===== config.mk =====
export PLATFORM = sky130hd
export DESIGN_NAME = bist_ctrl
export DESIGN_NICKNAME = d
export VERILOG_FILES = /design/src/rtl/bist_edge_pkg.sv /design/src/rtl/bist_ctrl.sv
export SDC_FILE = /design/constraint.sdc
export NUM_CORES = 1
export LEC_CHECK = 0
export ABC_CLOCK_PERIOD_IN_PS = 800
export BUFFER_PORTS_ARGS = -buffer_cell sky130_fd_sc_hd__buf_4
export CORE_AREA = 2 2 39 41
export CTS_BUF_LIST = sky130_fd_sc_hd__clkbuf_4 sky130_fd_sc_hd__clkbuf_8 sky130_fd_sc_hd__clkbuf_16
export CTS_CLUSTER_SIZE = 14
export DETAILED_ROUTE_END_ITERATION = 10
export DIE_AREA = 0 0 41 43
export PLACE_DENSITY = 0.75
export SKIP_LAST_GASP = 1
export SLEW_MARGIN = 20
export SYNTH_ARGS = -nofsm -noshare
export SYNTH_HDL_FRONTEND = slang
export SYNTH_SLANG_ARGS = --single-unit

===== constraint.sdc =====
create_clock -name clk -period 0.8 [get_ports clk]
set_input_delay 0.04 -clock clk [delete_from_list [all_inputs] [get_ports clk]]
set_output_delay 0.04 -clock clk [all_outputs]
set_load 0.01 [all_outputs]

===== src/rtl/bist_edge_pkg.sv =====
package bist_edge_pkg;
    localparam int EN_BIT  = 7;
    localparam int RD_BIT  = 6;
    localparam int CLR_BIT = 5;
    localparam int LANES   = 2;

    typedef struct packed {
        logic add;
        logic clr;
        logic latch;
    } lane_cmd_t;
endpackage


===== src/rtl/bist_ctrl.sv =====
module bist_ctrl
    import bist_edge_pkg::*;
#(
    parameter int                ADDR_W    = 8,
    parameter int                REG_W     = 8,
    parameter logic [ADDR_W-1:0] CTRL_ADDR = 8'h1A
) (
    input  logic              clk,
    input  logic              rst_n,
    input  logic              wr_en,
    input  logic [ADDR_W-1:0] wr_addr,
    input  logic [REG_W-1:0]  wr_data,
    output logic [REG_W-1:0]  ctrl_q,
    output lane_cmd_t         cmd
);
    typedef struct packed {
        logic [REG_W-1:0] ctrl;
        logic             clr;
        logic             latch;
    } ctrl_st_t;

    ctrl_st_t st_d, st_q;

    always_comb begin
        st_d       = st_q;
        st_d.clr   = 1'b0;
        st_d.latch = 1'b0;
        if (wr_en && (wr_addr == CTRL_ADDR)) begin
            st_d.ctrl  = wr_data;
            st_d.clr   = st_q.ctrl[CLR_BIT] && !wr_data[CLR_BIT];
            st_d.latch = wr_data[RD_BIT];
        end
    end

    always_ff @(posedge clk or negedge rst_n) begin
        if (!rst_n) st_q <= '0;
        else        st_q <= st_d;
    end

    assign ctrl_q    = st_q.ctrl;
    assign cmd.add   = st_q.ctrl[EN_BIT];
    assign cmd.clr   = st_q.clr;
    assign cmd.latch = st_q.latch;
endmodule


---- Word-level counts from Yosys, hierarchy flattened ----
Index checks and enable logic that the tools add are counted.
word-level totals
  register bits after elaboration ......... 10
  latch bits .............................. 0
  RAM bits ................................ 0
  ROM bits ................................ 0
  output and inout bits ................... 11
  memories kept ........................... 0
cells by class
  add/sub/neg operators ................... 0
  $mul .................................... 0
  div/mod/pow operators ................... 0
  $lt $le $gt $ge ......................... 0
  equal/unequal tests ..................... 1
  shifts and indexed selects .............. 0
  muxes and demuxes ....................... 1
  bitwise logic cells ..................... 0
  reductions and logical operators ........ 3
operator list
  cell                count
  $eq 8x5->1 const B  1
  $logic_and 1x1->1   2
  $mux 2              1
  $logic_not 1->1     1

---- Depth between registers and ports, before layout ----
  depth after elaboration ................. 3
  gate-level depth with buffers ........... 3
  gate-level depth less buffers ........... 3

---- Least setup slack after synthesis ----
OpenSTA, ideal clock, no wires.
  path kind ............................... input to register
  start ................................... in wr_addr[6]
  end ..................................... reg st_q, in the netlist ctrl_q[0]
  arrival time ............................ 808 ps
  data required time ...................... 675 ps
  setup slack ............................. -132 ps
  cell stages on the path ................. 3
  cells stage by stage .................... and4bb_1 -> nand4b_4 -> mux2_2
on the way
  word-level cells in the longest chain between the ends .. 2
RTL lines
  item                    line             source
  start: declaration      bist_ctrl.sv:11  input logic [ADDR_W-1:0] wr_addr,
  $eq 8x5->1              bist_ctrl.sv:28  if (wr_en && (wr_addr == CTRL_ADDR)) begin
  $logic_and 1x1->1       bist_ctrl.sv:28
  end signal: assignment  bist_ctrl.sv:37  else st_q <= st_d;
  end: declaration        bist_ctrl.sv:22  ctrl_st_t st_d, st_q;
Every way passes these cells.
A chain may end at the register's enable or synchronous reset.

---- Worst setup path after layout ----
  start ................................... reg st_q, in the netlist ctrl_q[7]
  end ..................................... out ctrl_q[7]
RTL lines
  item              line             source
  end: declaration  bist_ctrl.sv:13  output logic [REG_W-1:0] ctrl_q,
No word-level cell between the ends.

==> flow_summary_export.csv <==
group,metric,value,unit
critical_path,cp-start-kind,"flip-flop",
floorplan,die_x,41,um
layout,n_antenna_cell,0,
synthesis,ys.flop_type,"dfrtp_1",
power,finalPower,1.06,mW
layout,nets,82,
clocking,clockRootBuffer,"clkbuf_4",
route,finalWirelength,918,um
timing,period_minus_slack,835,ps
synthesis,synthTopCellsByCount,"10 x dfrtp_1, 8 x mux2_2",
critical_path,required,760,ps
timing,finalSetupTns,-174,ps
critical_path,cp_top_family,"flip-flops",
floorplan,core-area,1380,um2
route,drtIter0Drc,2,
global_route,grt_pass1_wl,1550,um
clocking,cts.path.max_buffers,2,
status,status,"complete, but fails checks",
status,violations,"negative setup slack",
critical_path,cp.arrival,800,ps
route,viasPerCell,4.42,
placement,pre_cts_ws,-303,ps
worst_hold_path,hold_path.class,"in -> reg",
layout,drive_gt1_share,72.1,%
timing,whs,12.8,ps
route,vias,340,
synthesis,ys_ff_latch,10,
timing,slew_headroom,81.3,%
timing,hold_viol,0,
critical_path,crit_type,"reg -> out",
global_route,antenna_found_initial,0,
synthesis,yosysUniqueCellTypes,9,
clocking,clock_latency,260,ps
synthesis,syn_inst,25,
synthesis,synth_top_area_share,59.9,%
layout,stdcell_area,772,um2
placement,place_area,648,um2
flow_run,cap_violations,0,
synthesis,async_flop_share,100,%
route,avgRoutedWirePerCell,11.9,um
timing,max_freq,1.20,GHz
power,leakagePower,0.426,nW
critical_path,path_cells,"buf_4",
critical_path,critPathSlowestCell,"dfrtp_1",
layout,finalNonFillerCells,77,
timing,finalWorstSetupSlack,-35.3,ps
synthesis,synth.most_common_cell,"dfrtp_1",
route,first_pass_iters,2,
synthesis,yosysTopAreaCell,"dfrtp_1",
power,peakVddDrop,1080,uV
synthesis,syn_nets,44,
floorplan,start_util,30.2,%
route,drcViolationCount,0,
global_route,grt.total_usage,13.9,%
clocking,cts_tree,"yes",
critical_path,cp-end-kind,"output port",
synthesis,seq_area_frac_synth,59.9,%
timing,tightest_slew,281,ps
clocking,htreeDepth,1,
layout,finalCoreUtilization,55.8,%
timing,setup_viol,11,
floorplan,rows,14,
global_route,grt_pass1_vias,347,
critical_path,cpPeakStageDelay,390,ps
floorplan,io-pin-count,30,
clocking,cts_setup_buffers,0,
critical_path,crit_fanout,3,
timing,fin_skew,0.0145,ps
clocking,cts.sinks,10,
synthesis,syn_avg_cell_area,16.7,um2
timing,rsz0062_at_grt,"yes",
synthesis,synth_edf_count,0,
route,drtAntennaViolNets,0,
placement,port_buffers,29,
timing,finalMaxSlewViolations,0,
placement,routabilityCongestion,0.658,
floorplan,die_height,43,um
synthesis,yosys-top-cells-area,"dfrtp_1 60%, mux2_2 22%, nand4b_4 5.7%, nor3b_4 4.5%, and4bb_1 3.0%",
floorplan,fp.dieArea,1760,um2
critical_path,critPathBufInv,1,
placement,dp_cells,69,
global_route,grt_max_degree,11,
clocking,path_clk_slew,60,ps
synthesis,syn-cell-area,418,um2
clocking,cts_made_buffers,3,
power,p_per_area,1370,nW/um2
layout,syn2layout_area_growth,84.7,%
synthesis,ys_warn_count,0,
global_route,grt_overflow_total,0,
timing,fin_crit_sh,104,%
## flip-flops by register name (all words and copies together) (netlist names)
signal,count
cmd,2
ctrl_q,8
## kinds of logic after synthesis
family / count (synthesis) / share of synthesized area (%)
and+or+nand+nor: 5 / 15.9
DFF: 10 / 59.9
buffers and inverters: 2 / 2.69
muxes: 8 / 21.6
## cells in the final DEF (no fill, tap or decap)
| master | count |
|---|---|
| buf_6 | 9 |
| dfrtp_1 | 10 |
| and4bb_4 | 1 |
| nor2_1 | 1 |
| clkbuf_4 | 3 |
| nor3b_4 | 1 |
| nand4b_4 | 2 |
| nor3b_1 | 1 |
| buf_4 | 20 |
| dlygate4sd3_1 | 4 |
| inv_1 | 1 |
| mux2_2 | 8 |
## area by class of cell
cell class | count | area [um2]
Sequential cell | 10 | 250
Inverter | 1 | 3.75
Clock buffer | 3 | 22.5
Multi-Input combinational cell | 14 | 184
Timing Repair Buffer | 33 | 292
Tap cell | 16 | 20.0
Fill cell | 129 | 612
## metal layers
| metal | vias up | GRT usage (%) | routed length [um] |
|---|---|---|---|
| li1 | 164 | - | - |
| met1 | 150 | 16.1 | 331 |
| met2 | 24 | 18.1 | 429 |
| met3 | 2 | 11.5 | 145 |
| met4 | 0 | 6.00 | 12 |
| met5 | - | 0 | 0 |
## what timing repair did
item | CTS | global route
endpoints found under the hold margin | 12 | 1
pin swaps | 2 | 3
gates cloned | 1 | 0
hold buffers | 3 | 1
resized for setup | 11 | 1
setup endpoints to repair | 18 | 19
## power breakdown
| part | switching (mW) | internal (mW) | leakage, nW | total, mW |
|---|---|---|---|---|
| registers | 0.0142 | 0.525 | 0.138 | 0.540 |
| logic | 0.0598 | 0.131 | 0.274 | 0.191 |
| clock network | 0.152 | 0.173 | 0.0138 | 0.325 |
| total | 0.226 | 0.829 | 0.426 | 1.06 |
## path summary, 6_finish.rpt
| check | from | endpoint | slack (ps) | depth (start not counted) |
|---|---|---|---|---|
| worst max-delay path | ctrl_q[7] | ctrl_q[7] | -40 | 1 |
| worst min-delay path | wr_data[7] | ctrl_q[7] | 10 | 2 |
| worst max register to register | ctrl_q[5] | ctrl_q[5] | 30 | 1 |
| worst min register to register | ctrl_q[6] | ctrl_q[6] | 540 | 1 |
| max in group asynchronous | rst_n | ctrl_q[2] | 520 | 2 |
| min in group asynchronous | rst_n | ctrl_q[7] | 140 | 2 |
Note: power is estimated with default switching activity, not from simulation.
